File: config.mk
export PLATFORM = sky130hd
export DESIGN_NAME = pwr_seq_ctrl
export DESIGN_NICKNAME = d
export VERILOG_FILES = /design/src/rtl/pwr_seq_pkg.sv /design/src/rtl/pwr_sync.sv /design/src/rtl/pwr_regs.sv /design/src/rtl/pwr_fsm.sv /design/src/rtl/pwr_seq_ctrl.sv
export SDC_FILE = /design/constraint.sdc
export NUM_CORES = 1
export LEC_CHECK = 0
export BUFFER_PORTS_ARGS = -buffer_cell sky130_fd_sc_hd__buf_2
export CORE_MARGIN = 3
export CORE_UTILIZATION = 44
export CTS_BUF_LIST = sky130_fd_sc_hd__clkbuf_4
export CTS_CLUSTER_SIZE = 10
export DETAILED_ROUTE_END_ITERATION = 10
export PLACE_DENSITY = 0.74
export SYNTH_ARGS = -nofsm -noshare
export SYNTH_HDL_FRONTEND = slang
export SYNTH_SLANG_ARGS = --single-unit
File: constraint.sdc
create_clock -name clk_i -period 3.2 [get_ports clk_i]
set_input_delay 0.16 -clock clk_i [delete_from_list [all_inputs] [get_ports clk_i]]
set_output_delay 0.16 -clock clk_i [all_outputs]
set_load 0.01 [all_outputs]
File: src/rtl/pwr_seq_pkg.sv
package pwr_seq_pkg;
  typedef enum logic [2:0] {
    ST_RESET   = 3'd0,
    ST_STANDBY = 3'd1,
    ST_SEQ     = 3'd2,
    ST_NORMAL  = 3'd3,
    ST_THERMAL = 3'd4
  } pwr_state_e;

  localparam int unsigned DATA_W = 8;
  localparam logic [7:0] ADDR_ENABLE = 8'h01;
  localparam logic [7:0] ADDR_CTRL   = 8'h03;
  localparam int unsigned FORCE_BIT  = 0;
  localparam int unsigned PG_LSB     = 1;
endpackage

File: src/rtl/pwr_sync.sv
module pwr_sync #(
  parameter int unsigned W = 1
) (
  input  logic         clk_i,
  input  logic         rst_ni,
  input  logic [W-1:0] d_i,
  output logic [W-1:0] q_o
);
  logic [W-1:0] s1_q, s2_q;

  always_ff @(posedge clk_i or negedge rst_ni) begin
    if (!rst_ni) begin
      s1_q <= '0;
      s2_q <= '0;
    end else begin
      s1_q <= d_i;
      s2_q <= s1_q;
    end
  end

  assign q_o = s2_q;
endmodule

File: src/rtl/pwr_regs.sv
module pwr_regs
  import pwr_seq_pkg::*;
#(
  parameter int unsigned N_REG = 3
) (
  input  logic              clk_i,
  input  logic              rst_ni,
  input  logic              clr_i,
  input  logic              wr_en_i,
  input  logic [7:0]        wr_addr_i,
  input  logic [DATA_W-1:0] wr_data_i,
  input  logic [7:0]        rd_addr_i,
  input  logic [N_REG-1:0]  pg_i,
  input  logic              fault_i,
  output logic              sw_en_o,
  output logic              force_o,
  output logic [DATA_W-1:0] rd_data_o
);
  localparam int unsigned FAULT_BIT = PG_LSB + N_REG;

  logic sw_en_q, force_q;
  logic unused_wdata;
  assign unused_wdata = ^wr_data_i[DATA_W-1:1];

  // supply-reset loss clears; undervoltage does not reach here
  always_ff @(posedge clk_i or negedge rst_ni) begin
    if (!rst_ni) begin
      sw_en_q <= 1'b0;
      force_q <= 1'b0;
    end else if (clr_i) begin
      sw_en_q <= 1'b0;
      force_q <= 1'b0;
    end else if (wr_en_i) begin
      if (wr_addr_i == ADDR_ENABLE) sw_en_q <= wr_data_i[0];
      if (wr_addr_i == ADDR_CTRL)   force_q <= wr_data_i[FORCE_BIT];
    end
  end

  always_comb begin
    rd_data_o = '0;
    if (rd_addr_i == ADDR_ENABLE) begin
      rd_data_o[0] = sw_en_q;
    end else if (rd_addr_i == ADDR_CTRL) begin
      rd_data_o[FORCE_BIT]                = force_q;
      rd_data_o[PG_LSB +: N_REG]          = pg_i;
      rd_data_o[FAULT_BIT]                = fault_i;
    end
  end

  assign sw_en_o = sw_en_q;
  assign force_o = force_q;
endmodule

File: src/rtl/pwr_fsm.sv
module pwr_fsm
  import pwr_seq_pkg::*;
#(
  parameter int unsigned N_REG          = 3,
  parameter int unsigned STEP_CYCLES    = 250000,
  parameter int unsigned TIMEOUT_CYCLES = 1000000
) (
  input  logic             clk_i,
  input  logic             rst_ni,
  input  logic             por_s_i,
  input  logic             uvlo_s_i,
  input  logic             tsd_s_i,
  input  logic             req_i,
  input  logic             pg_all_i,
  output pwr_state_e       state_o,
  output logic [N_REG-1:0] reg_en_o,
  output logic             fault_o
);
  localparam int unsigned STEP_W = $clog2(STEP_CYCLES + 1);
  localparam int unsigned TO_W   = $clog2(TIMEOUT_CYCLES + 1);
  localparam logic [STEP_W-1:0] STEP_LAST = STEP_W'(STEP_CYCLES - 1);
  localparam logic [TO_W-1:0]   TO_LAST   = TO_W'(TIMEOUT_CYCLES - 1);

  pwr_state_e        state_q;
  logic [N_REG-1:0]  en_q;
  logic [STEP_W-1:0] step_q;
  logic [TO_W-1:0]   to_q;
  logic              fault_q;

  always_ff @(posedge clk_i or negedge rst_ni) begin
    if (!rst_ni) begin
      state_q <= ST_RESET;
      en_q    <= '0;
      step_q  <= '0;
      to_q    <= '0;
      fault_q <= 1'b0;
    end else if (!por_s_i) begin
      state_q <= ST_RESET;
      en_q    <= '0;
      step_q  <= '0;
      to_q    <= '0;
      fault_q <= 1'b0;
    end else begin
      case (state_q)
        ST_RESET: state_q <= ST_STANDBY;
        ST_STANDBY: begin
          if (!req_i) fault_q <= 1'b0;
          else if (!fault_q && !uvlo_s_i) begin
            state_q <= ST_SEQ;
            en_q    <= N_REG'(1);
            step_q  <= '0;
            to_q    <= '0;
          end
        end
        ST_SEQ: begin
          if (!req_i || uvlo_s_i) begin
            state_q <= ST_STANDBY;
            en_q    <= '0;
          end else if (&en_q && pg_all_i) begin
            state_q <= ST_NORMAL;
          end else if (to_q == TO_LAST) begin
            state_q <= ST_STANDBY;
            en_q    <= '0;
            fault_q <= 1'b1;
          end else begin
            to_q <= to_q + 1'b1;
            if (!(&en_q)) begin
              if (step_q == STEP_LAST) begin
                step_q <= '0;
                en_q   <= {en_q[N_REG-2:0], 1'b1};
              end else begin
                step_q <= step_q + 1'b1;
              end
            end
          end
        end
        ST_NORMAL: begin
          if (!req_i || uvlo_s_i) begin
            state_q <= ST_STANDBY;
            en_q    <= '0;
          end else if (tsd_s_i) begin
            state_q <= ST_THERMAL;
            en_q    <= '0;
          end
        end
        ST_THERMAL: if (!tsd_s_i) state_q <= ST_STANDBY;
        default: begin
          state_q <= ST_STANDBY;
          en_q    <= '0;
        end
      endcase
    end
  end

  assign state_o  = state_q;
  assign reg_en_o = en_q;
  assign fault_o  = fault_q;
endmodule

File: src/rtl/pwr_seq_ctrl.sv
module pwr_seq_ctrl
  import pwr_seq_pkg::*;
#(
  parameter int unsigned N_REG          = 3,
  parameter int unsigned STEP_CYCLES    = 250000,
  parameter int unsigned TIMEOUT_CYCLES = 1000000
) (
  input  logic              clk_i,
  input  logic              rst_ni,
  input  logic              en_pin_i,
  input  logic              por_ok_i,
  input  logic              uvlo_i,
  input  logic              tsd_i,
  input  logic [N_REG-1:0]  pgood_i,
  input  logic              wr_en_i,
  input  logic [7:0]        wr_addr_i,
  input  logic [7:0]        wr_data_i,
  input  logic [7:0]        rd_addr_i,
  output logic [7:0]        rd_data_o,
  output logic [N_REG-1:0]  reg_en_o,
  output logic              shdn_rel_o,
  output logic [2:0]        state_o
);
  localparam int unsigned SYNC_W = N_REG + 4;

  logic [SYNC_W-1:0] sync_q;
  logic              en_s, por_s, uvlo_s, tsd_s;
  logic [N_REG-1:0]  pg_s;
  logic              pg_all, sw_en, force_xs, fault, rel_q;
  pwr_state_e        state;

  pwr_sync #(.W(SYNC_W)) u_sync (
    .clk_i  (clk_i),
    .rst_ni (rst_ni),
    .d_i    ({pgood_i, tsd_i, uvlo_i, por_ok_i, en_pin_i}),
    .q_o    (sync_q)
  );

  assign en_s   = sync_q[0];
  assign por_s  = sync_q[1];
  assign uvlo_s = sync_q[2];
  assign tsd_s  = sync_q[3];
  assign pg_s   = sync_q[4 +: N_REG];
  assign pg_all = &pg_s;

  pwr_regs #(.N_REG(N_REG)) u_regs (
    .clk_i     (clk_i),
    .rst_ni    (rst_ni),
    .clr_i     (!por_s),
    .wr_en_i   (wr_en_i),
    .wr_addr_i (wr_addr_i),
    .wr_data_i (wr_data_i),
    .rd_addr_i (rd_addr_i),
    .pg_i      (pg_s),
    .fault_i   (fault),
    .sw_en_o   (sw_en),
    .force_o   (force_xs),
    .rd_data_o (rd_data_o)
  );

  pwr_fsm #(
    .N_REG          (N_REG),
    .STEP_CYCLES    (STEP_CYCLES),
    .TIMEOUT_CYCLES (TIMEOUT_CYCLES)
  ) u_fsm (
    .clk_i    (clk_i),
    .rst_ni   (rst_ni),
    .por_s_i  (por_s),
    .uvlo_s_i (uvlo_s),
    .tsd_s_i  (tsd_s),
    .req_i    (en_s | sw_en),
    .pg_all_i (pg_all),
    .state_o  (state),
    .reg_en_o (reg_en_o),
    .fault_o  (fault)
  );

  // pin has priority over the software force bit
  always_ff @(posedge clk_i or negedge rst_ni) begin
    if (!rst_ni) rel_q <= 1'b0;
    else if (en_s) rel_q <= pg_all;
    else rel_q <= sw_en & force_xs & pg_all;
  end

  assign shdn_rel_o = rel_q;
  assign state_o    = state;
endmodule

# After elaboration in Yosys (flattened, before gate mapping)
# Cells that the tools add are included.
# classes
mux,53
n_addsub,2
n_bitwise,3
eq_ne,29
n_reduce_logical,17
# ops
cell,count
$mux 18,8
$mux 20,6
$mux 3,19
$pmux 20 s2,1
$pmux 18 s2,1
$pmux 3 s4,2
$add 20x1->20 const B,1
$eq 20x20->1 const B,1
$add 18x1->18 const B,1
$eq 18x18->1 const B,1
$ne 3x3->1 const B,6
$eq 8x1->1 const B,2
$eq 8x2->1 const B,2
$reduce_and 7->1,2
$mux 1,13
$ne 5x2->1 const B,2
$reduce_and 5->1,2
$ne 3x2->1 const B,3
$ne 4x3->1 const B,2
$eq 3x2->1 const B,2
$reduce_and 3->1,2
$reduce_and 6->1,1
$mux 5,1
$ne 5x4->1 const B,1
other kinds (15),22
# word_totals
word_cells,114
out_inout_bits,15
ff_bits,62
in_bits,34

# Depth between registers and ports, before layout
# Gate-level depths: netlist (run 1).
# depth
word_depth,8
mapped_depth,8
mapped_depth_nobuf,6

# Cells and area by module
# From an unflattened synthesis (run 1), not the netlist that was laid out.
# hier_totals
hier_cells,355
area_unflattened_um2,3335.7
# by_module_without_submodules
mod,seq_area_each_um2,area_each_um2,cells_each,n_inst
pwr_fsm,1126.1,2673.8,306,1
pwr_sync,350.3,350.3,14,1
pwr_regs,50.0,246.5,29,1
pwr_seq_ctrl,25.0,65.1,6,1

# Least setup slack after synthesis (run 1)
# Ideal clock, no wire load.
# synth_path
path_type,register -> register
startpoint,reg u_fsm.to_q[11]
endpoint,reg u_fsm.step_q[0]
setup_ns,0.125
path_stages_with_launch,7
path_slack_ns,0.963
path_buffers,1
arrival_time_ns,2.112
synth_period_minus_slack_ns,2.237
required_ns,3.075
path_cell_list,dfrtp_1 > or4b_1 > or4_4 > nor3_4 > buf_6 > nor4b_2 > mux2_2
# synth_between
elab_chain_len,3
# synth_rtl
element,line,rtl
from (decl),pwr_fsm.sv:27,logic [TO_W-1:0] to_q;
from (signal assigned),pwr_fsm.sv:66,to_q <= to_q + 1'b1;
$eq 20x20->1,pwr_fsm.sv:61,end else if (to_q == TO_LAST) begin
$ne 3x3->1 (no source line),n/a,
$reduce_and 7->1 (no source line),n/a,
to (signal assigned),pwr_fsm.sv:72,step_q <= step_q + 1'b1;
to (decl),pwr_fsm.sv:26,logic [STEP_W-1:0] step_q;
# Every way passes these cells.
# A chain may end at the register's enable or synchronous reset.

# Final worst setup path (run 1)
# layout_path
startpoint,"reg u_fsm.state_q[1], in the netlist u_fsm.state_o[1]"
endpoint,reg u_fsm.to_q[6]
# layout_between
elab_chain_len,3
elab_cells_between_ends,11
cone_classes,eq/ne (8); mux (2); reduce/logical (1)
# layout_rtl
element,line,rtl
from (decl),pwr_fsm.sv:24,pwr_state_e state_q;
from (signal assigned),pwr_fsm.sv:32,state_q <= ST_RESET;
from (signal assigned),pwr_fsm.sv:38,state_q <= ST_RESET;
from (signal assigned),pwr_fsm.sv:45,ST_RESET: state_q <= ST_STANDBY;
$eq 3x2->1 / $eq 3x1->1 (equally long branches),pwr_fsm.sv:44,case (state_q)
"$ne 3x3->1 (no source line), or another cell as far along",n/a,
$reduce_and 6->1 (no source line) / $mux 20 (equally long branches),n/a,
# Parallel ways exist; a longest one is shown, timed or not.

==> results of run 1 <==
## worst max path at each step
stage,startpoint,end,slack [ns]
floorplan,u_fsm.to_q[11]$_DFFE_PN0P_,u_fsm.step_q[0]$_DFFE_PN0P_,0.96
global placement,u_fsm.state_o[1]$_DFFE_PN0P_,u_fsm.to_q[5]$_DFFE_PN0P_,0.57
detailed placement,u_fsm.state_o[1]$_DFFE_PN0P_,u_fsm.to_q[6]$_DFFE_PN0P_,0.46
CTS,u_fsm.state_o[1]$_DFFE_PN0P_,u_fsm.to_q[19]$_DFFE_PN0P_,0.44
global route,u_fsm.state_o[1]$_DFFE_PN0P_,u_fsm.to_q[19]$_DFFE_PN0P_,0.14
finish,u_fsm.state_o[1]$_DFFE_PN0P_,u_fsm.to_q[6]$_DFFE_PN0P_,0.45
## through the flow
step / worst slack [ns] / util
after CTS: 0.4414 / 0.5289
after global placement: 0.5690 / 0.4986
after floorplan: 0.9633 / -
after detailed placement: 0.4576 / 0.4986
final: 0.4546 / 0.5289
after global routing: 0.1439 / 0.5289
## flip-flops by register name, indices dropped and copies added, names as in the netlist
| signal | count |
|---|---|
| u_sync.s1_q | 7 |
| u_fsm.state_o | 3 |
| u_fsm.step_q | 18 |
| u_fsm.fault_o | 1 |
| u_regs.sw_en_o | 1 |
| shdn_rel_o | 1 |
| u_fsm.reg_en_o | 3 |
| u_regs.force_o | 1 |
| u_fsm.to_q | 20 |
| u_sync.q_o | 7 |
## kinds of logic (layout without fill, tap and decap cells)
family,after synthesis,after routing
muxes,7,7
DFF,62,62
adders and majority gates,2,2
and+or+nand+nor,153,153
AOI/OAI and AO/OA,95,95
buffers and inverters,32,83
other,1,3
## power groups by stage
stage / Sequential [mW] / Clock (mW) / Combinational (mW)
after floorplan: 0.865 / 0 / 0.279
after global placement: 0.865 / 0 / 0.392
after detailed placement: 0.868 / 0 / 0.403
after CTS: 0.853 / 0.569 / 0.413
after global routing: 0.860 / 0.614 / 0.459
final: 0.854 / 0.551 / 0.413
## final cells by class
type                    instances  share of cell area
clock inverters                 7             0.01926
flip-flops and latches         62              0.3981
well taps                      99             0.03178
multi-input cells             260              0.4353
repair buffers                 55             0.08668
clock buffers                   9             0.01734
inverters                      12             0.01156
## layout by cell type, fill, tap and decap left out, types with 3 or more instances in the layout
master	instances
and3_1	5
nand3_1	21
or4_1	11
nor3_1	7
dlygate4sd3_1	8
clkbuf_4	9
inv_1	12
nor4b_1	3
nor4_1	3
o211ai_1	7
o21ai_0	13
a211o_1	7
buf_2	38
mux2_2	4
a21oi_1	19
buf_4	9
nor2_1	33
a22o_1	16
nand4_1	14
or3_1	11
nand2_1	19
nor2b_1	6
dfrtp_1	62
clkinvlp_4	3
a211oi_1	3
conb_1	3
o31ai_1	11
mux2i_1	3
## critical path, stage by stage, from the launching register on
cell	delay, ns
dfrtp_1	0.53
or3b_1	0.39
o221ai_2	0.26
nand3_1	0.34
nor2_1	0.96
a21oi_1	0.09
## layer usage
layer,track usage,up-vias,wire [um]
met4,0.07702,0,168
met3,0.04888,15,459
li1,-,1453,-
met5,0,-,0
met1,0.2724,1420,3589
met2,0.3146,87,3733
## repair_timing
action                                  CTS  global route
hold endpoints to repair                 57             0
hold buffers                              8             0
endpoints found under the setup margin    0             0
==> metrics.md, run 1 <==
| Metric | Value |
|---|---|
| Post-Layout Cell Count | `504` |
| # IOs | `49` |
| Post-Route Setup TNS | `0 ns` |
| Post-Route WL | `7.951 mm` |
| GRT Resource Usage Total | `0.2021` |
| Worst Hold Endpoint | `u_regs.force_o$_DFFE_PN0P_` |
| Worst hold path class | `primary input to flop` |
| Seq pwr share | `0.470` |
| Comb pwr share | `0.227` |
| Starting Density | `0.4616` |
| Clock root buffer | `clkbuf_4` |
| Die area | `0.008823 mm2` |
| DRT iter0 DRCs | `197` |
| EDFF count, synth | `0` |
| RSZ-0062 raised after global routing | `false` |
| Top cell type's share of synthesized area | `0.4561` |
| Final Critical Period | `roughly 2.7 ns` |
| Layout fillers | `between 600 and 700` |
| CP arrival | `between 3 and 4 ns` |
| CTS tree | `done` |
| Drt first pass iters | `4` |
| R2R Path Start | `u_fsm.state_o[1]$_DFFE_PN0P_` |
| Peak supply drop | `0.3630 mV` |
| Sw Ratio | `0.3330` |
| Worst Hold Launch | `wr_data_i[0]` |
| Most frequent cell after synthesis | `dfrtp_1` |
| Post-synthesis mux area share | `0.02207` |
| Multi-input gate area | `~0.0017 mm2` |
| Initial antenna violation count | `0` |
| Design Area, Final | `between 0.003 and 0.004 mm2` |
| MaxCap Viol Count | `0` |
| Final slew viol count | `0` |
| Clock Latency Late Sink | `0.42 ns` |
| Psw | `0.6055 mW` |
| Synth area leader | `dfrtp_1` |
| Yosys warns | `0` |
| Asr flop ratio synth | `1.000` |
| Mapped Area | `between 0.003 and 0.004 mm2` |
| Final hold violations | `0` |
| Main combinational cell family by area after synthesis | `simple AND/OR/NAND/NOR gates` |
| # rows | `31` |
| Fin Hold WS | `~0.026 ns` |
| Post-route clock period utilization | `0.8579` |
| GRT overflow | `0` |
| Skew final | `around 0.0076 ns` |
| Antenna diodes | `0` |
| Synth Area in Adders | `0.007356` |
| FMAX | `0.3642 GHz` |
| First-pass GRT wire length | `14.12 mm` |
| CORE AREA | `0.007370 mm2` |
| Mean Syn Cell Area | `9.665 um2` |
| Share of power burned in the clock network | `0.303` |
| Sink Count | `62` |
| Vias in the first global route | `about 3000` |
| Worst hold stages | `3` |
| Setup Buffers After CTS | `0` |
| Port Buffer Count | `38` |
| Placed Cells | `480` |
| R2r setup slk | `~0.45 ns` |
| Slew headroom | `0.2333` |
| Final setup fails | `0` |
| Top post-synthesis cells by area | `dfrtp_1 46%, a22o_1 4.1%, nor2_1 3.6%` |
| Crit-path max FO | `15` |
| Total power | `1.818 mW` |
| Cell area after placement | `0.003675 mm2` |
| Register Area | `0.001551 mm2` |
| Pint | `1.212 mW` |
| PwrDens | `466.4 mW/mm2` |
| DR WL/cell | `15.78 um` |
| Post-synthesis compound-gate area fraction | `0.2060` |
| Xor/xnor share of the synthesized area | `0` |
| Vias | `2975` |
| Pleak | `~1.7 nW` |
| Final Wtd Congestion | `approximately 0.84` |
| HPWL after DPL | `5.338 mm` |
| Sequential share of the synthesized area | `0.4561` |
| Top cells by count, synth | `62 x dfrtp_1, 33 x nor2_1, 21 x nand3_1, 19 x a21oi_1, 19 x nand2_1` |
| Worst setup SP type | `flop` |
| Die Height | `93.93 um` |
| Layout cell share with drive strength beyond 1 | `0.1926` |
| DR vias/cell | `5.903` |
| Worst endpoint required time | `3.46 ns` |
| CTS buffer count | `9` |
| Synth cell types | `60` |
| Crit. End Element | `flop` |
| Status | `finished, final reports clean` |
| Clock slew at reported path FFs | `roughly 0.11 ns` |
| DRC Markers | `0` |
| Largest net degree at the start of global routing | `52` |
| Most used DFF post-synth | `dfrtp_1` |
| Nets@finish | `between 400 and 500` |
| Simple-Gate Fraction of Synth Area | `0.2600` |
| CTS H-tree depth | `3` |
| Post-route ant nets | `0` |
| Crit Reg-Reg Endpoint | `u_fsm.to_q[6]$_DFFE_PN0P_` |
| Reg2Reg Depth | `5` |
| Post_cts resized | `0` |
| Seq cells post-synth | `62` |
| Synthesis-to-finish area growth | `14.56%` |
| Longest Clk Path Bufs | `2` |
| Critical path type | `flop to flop` |
| Die W | `93.93 um` |
| Worst-Margin Slew | `1.150 ns` |
| Cell count after synthesis | `352` |
(Power assumes the default switching activity.)
==> inputs of run 2 (changes only) <==
--- a/config.mk
+++ b/config.mk
@@ -6,7 +6,7 @@
 export NUM_CORES = 1
 export LEC_CHECK = 0
 export BUFFER_PORTS_ARGS = -buffer_cell sky130_fd_sc_hd__buf_2
-export CORE_MARGIN = 3
+export CORE_MARGIN = 4
 export CORE_UTILIZATION = 44
 export CTS_BUF_LIST = sky130_fd_sc_hd__clkbuf_4
 export CTS_CLUSTER_SIZE = 10
==> run 2 against run 1 <==
Effect of this change:
- core utilization decreased by 0.051 points
- critical path depth up 1
- non-clock buffer count is 1 higher
==> metrics.md, run 2 (synthesized netlist as in run 1, its figures left out) <==
| Metric | Value |
|---|---|
| Post-route ant nets | `0 (unchanged)` |
| # rows | `31 (unchanged)` |
| Worst Hold Launch | `wr_data_i[0]` |
| Worst-Margin Slew | `0.9060 ns (-0.2440 ns)` |
| Worst hold path class | `primary input to flop` |
| Final Critical Period | `2.726 ns (-0.01911 ns)` |
| Worst hold stages | `3 (unchanged)` |
| Crit. End Element | `flop` |
| Most flop-heavy register | `u_fsm.to_q` |
| Die W | `95.93 um (+2.1%)` |
| Layout cell share with drive strength beyond 1 | `0.1901 (-0.002469)` |
| CTS H-tree depth | `3 (unchanged)` |
| Placed Cells | `481 (+0.21%)` |
| Peak supply drop | `0.2541 mV (-30%)` |
| Crit-path max FO | `23 (+8)` |
| Vias in the first global route | `2941 (+0.68%)` |
| Clock root buffer | `clkbuf_4` |
| Final slew viol count | `0 (unchanged)` |
| Longest Clk Path Bufs | `2 (unchanged)` |
| Worst setup SP type | `flop` |
| Initial antenna violation count | `0 (unchanged)` |
| Setup Buffers After CTS | `0 (unchanged)` |
| Regs by FF count | `u_fsm.to_q x20, u_fsm.step_q x18` |
| GRT overflow | `0 (unchanged)` |
| CTS tree | `done` |
| CP arrival | `3.01 ns (about the same)` |
| DRT iter0 DRCs | `218 (+11%)` |
| Status | `finished, final reports clean` |
| # IOs | `49 (unchanged)` |
| Pleak | `1.699 nW (+0.35%)` |
| Final hold violations | `0 (unchanged)` |
| Largest net degree at the start of global routing | `40 (-23%)` |
| Post-route clock period utilization | `0.8520 (-0.005973)` |
| Drt first pass iters | `5 (+1)` |
| FMAX | `0.3668 GHz (+0.70%)` |
| Critical path type | `flop to flop` |
| DRC Markers | `0 (unchanged)` |
| Final setup fails | `0 (unchanged)` |
| Crit. Startpoint | `u_fsm.to_q[11]$_DFFE_PN0P_` |
| Skew final | `0.01697 ns (+0.009406 ns)` |
| Synthesis-to-finish area growth | `14.45% (about the same)` |
| Die Height | `95.93 um (+2.1%)` |
| Die area | `0.009203 mm2 (+4.3%)` |
| First-pass GRT wire length | `13.33 mm (-5.6%)` |
| MaxCap Viol Count | `0 (unchanged)` |
| Port Buffer Count | `38 (unchanged)` |
| Final Util | `0.5284 (about the same)` |
| Antenna diodes | `0 (unchanged)` |
| CORE AREA | `0.007370 mm2 (unchanged)` |
| HPWL after DPL | `5.515 mm (+3.3%)` |
| Slew headroom | `0.3932 (+0.1599)` |
| Vias | `3012 (+1.2%)` |
| Cell area after placement | `0.003682 mm2 (+0.20%)` |
| Clock Latency Late Sink | `0.41 ns (about the same)` |
| Worst endpoint required time | `3.48 ns (+0.02 ns)` |
| CTS buffer count | `9 (unchanged)` |
| DR WL/cell | `15.60 um (-1.1%)` |
| Design Area, Final | `0.003894 mm2 (about the same)` |
| R2R Path Start | `u_fsm.to_q[11]$_DFFE_PN0P_` |
| Reg2Reg Depth | `6 (+1)` |
| DR vias/cell | `5.976 (+1.2%)` |
| Clock slew at reported path FFs | `0.10 ns (about the same)` |
| Starting Density | `0.4616 (unchanged)` |
| Commonest non-fill, non-tap cell in the layout | `dfrtp_1` |
| Post-Layout Cell Count | `504 (unchanged)` |
| Nets@finish | `437 (+0.23%)` |
| RSZ-0062 raised after global routing | `false` |
| Sink Count | `62 (unchanged)` |
| Max FFs per register | `20 (unchanged)` |
| GRT Resource Usage Total | `0.1864 (-0.01576)` |
| PwrDens | `460.6 mW/mm2 (-1.3%)` |
| Final Wtd Congestion | `0.9007 (+7.4%)` |
| Most frequent cells in the layout | `62 x dfrtp_1, 38 x buf_2, 33 x nor2_1` |
| Post-Route WL | `7.863 mm (-1.1%)` |
| Post-Route Setup TNS | `0 ns (unchanged)` |
-- run 2: cell count changes in the layout (fill, tap and decap cells not counted), sizes merged --
cell	before	now
buf	47	48
clkinvlp	3	1
clkinv	3	4
-- run 2: final timing paths --
path,slack [ns],endpoint
worst max-delay path,0.47,u_fsm.to_q[6]$_DFFE_PN0P_
worst max register to register,0.47,u_fsm.to_q[6]$_DFFE_PN0P_
worst min-delay path,0.03,u_regs.sw_en_o$_DFFE_PN0P_
worst min register to register,0.36,u_sync.q_o[2]$_DFF_PN0_
max in group asynchronous,1.96,u_fsm.step_q[10]$_DFFE_PN0P_
min in group asynchronous,0.39,u_sync.s1_q[1]$_DFF_PN0_
-- run 2: worst max-delay path, cell delays in order, from the launching register on --
cell	delay, ns
dfrtp_1	0.43
or4b_1	0.55
or4_4	0.48
nor3_4	0.56
buf_4	0.36
or4_1	0.14
a21oi_1	0.07
-- run 2: through the flow --
step	hold WS [ns]	worst slack [ns]	total power, mW
3_5_place_dp	0.2698	0.5340	1.279
2_1_floorplan	-0.1356	0.9633	1.144
4_1_cts	0.02122	0.4982	1.809
5_1_grt	0.008623	0.2612	1.898
6_report	0.03423	0.4737	1.793
3_3_place_gp	0.2679	0.5615	1.266
-- run 2: metal layers --
layer,share of wire,track usage,vias to the layer above
li1,-,-,1457
met2,0.50,0.3109,75
met1,0.44,0.2315,1466
met3,0.050,0.05160,14
met5,0,0,-
met4,0.017,0.06635,0
-- run 2: final cells by class --
class                   count  area (um2)
multi-input cells         260        1697
repair buffers             56       345.3
clock buffers               9       67.56
fillers                   687        3476
clock inverters             6       63.81
well taps                  99       123.9
flip-flops and latches     62        1551
inverters                  12       45.04
-- run 2: timing repair --
action	in CTS	in global routing
hold buffers	8	0
gates resized for setup	0	0
hold endpoints to repair	45	0
setup endpoints to repair	0	0
-- run 2: where the power goes --
| part | switching, mW | internal, mW |
|---|---|---|
| combinational | 0.250 | 0.169 |
| clock | 0.291 | 0.232 |
| sequential | 0.0392 | 0.813 |
| total | 0.580 | 1.21 |
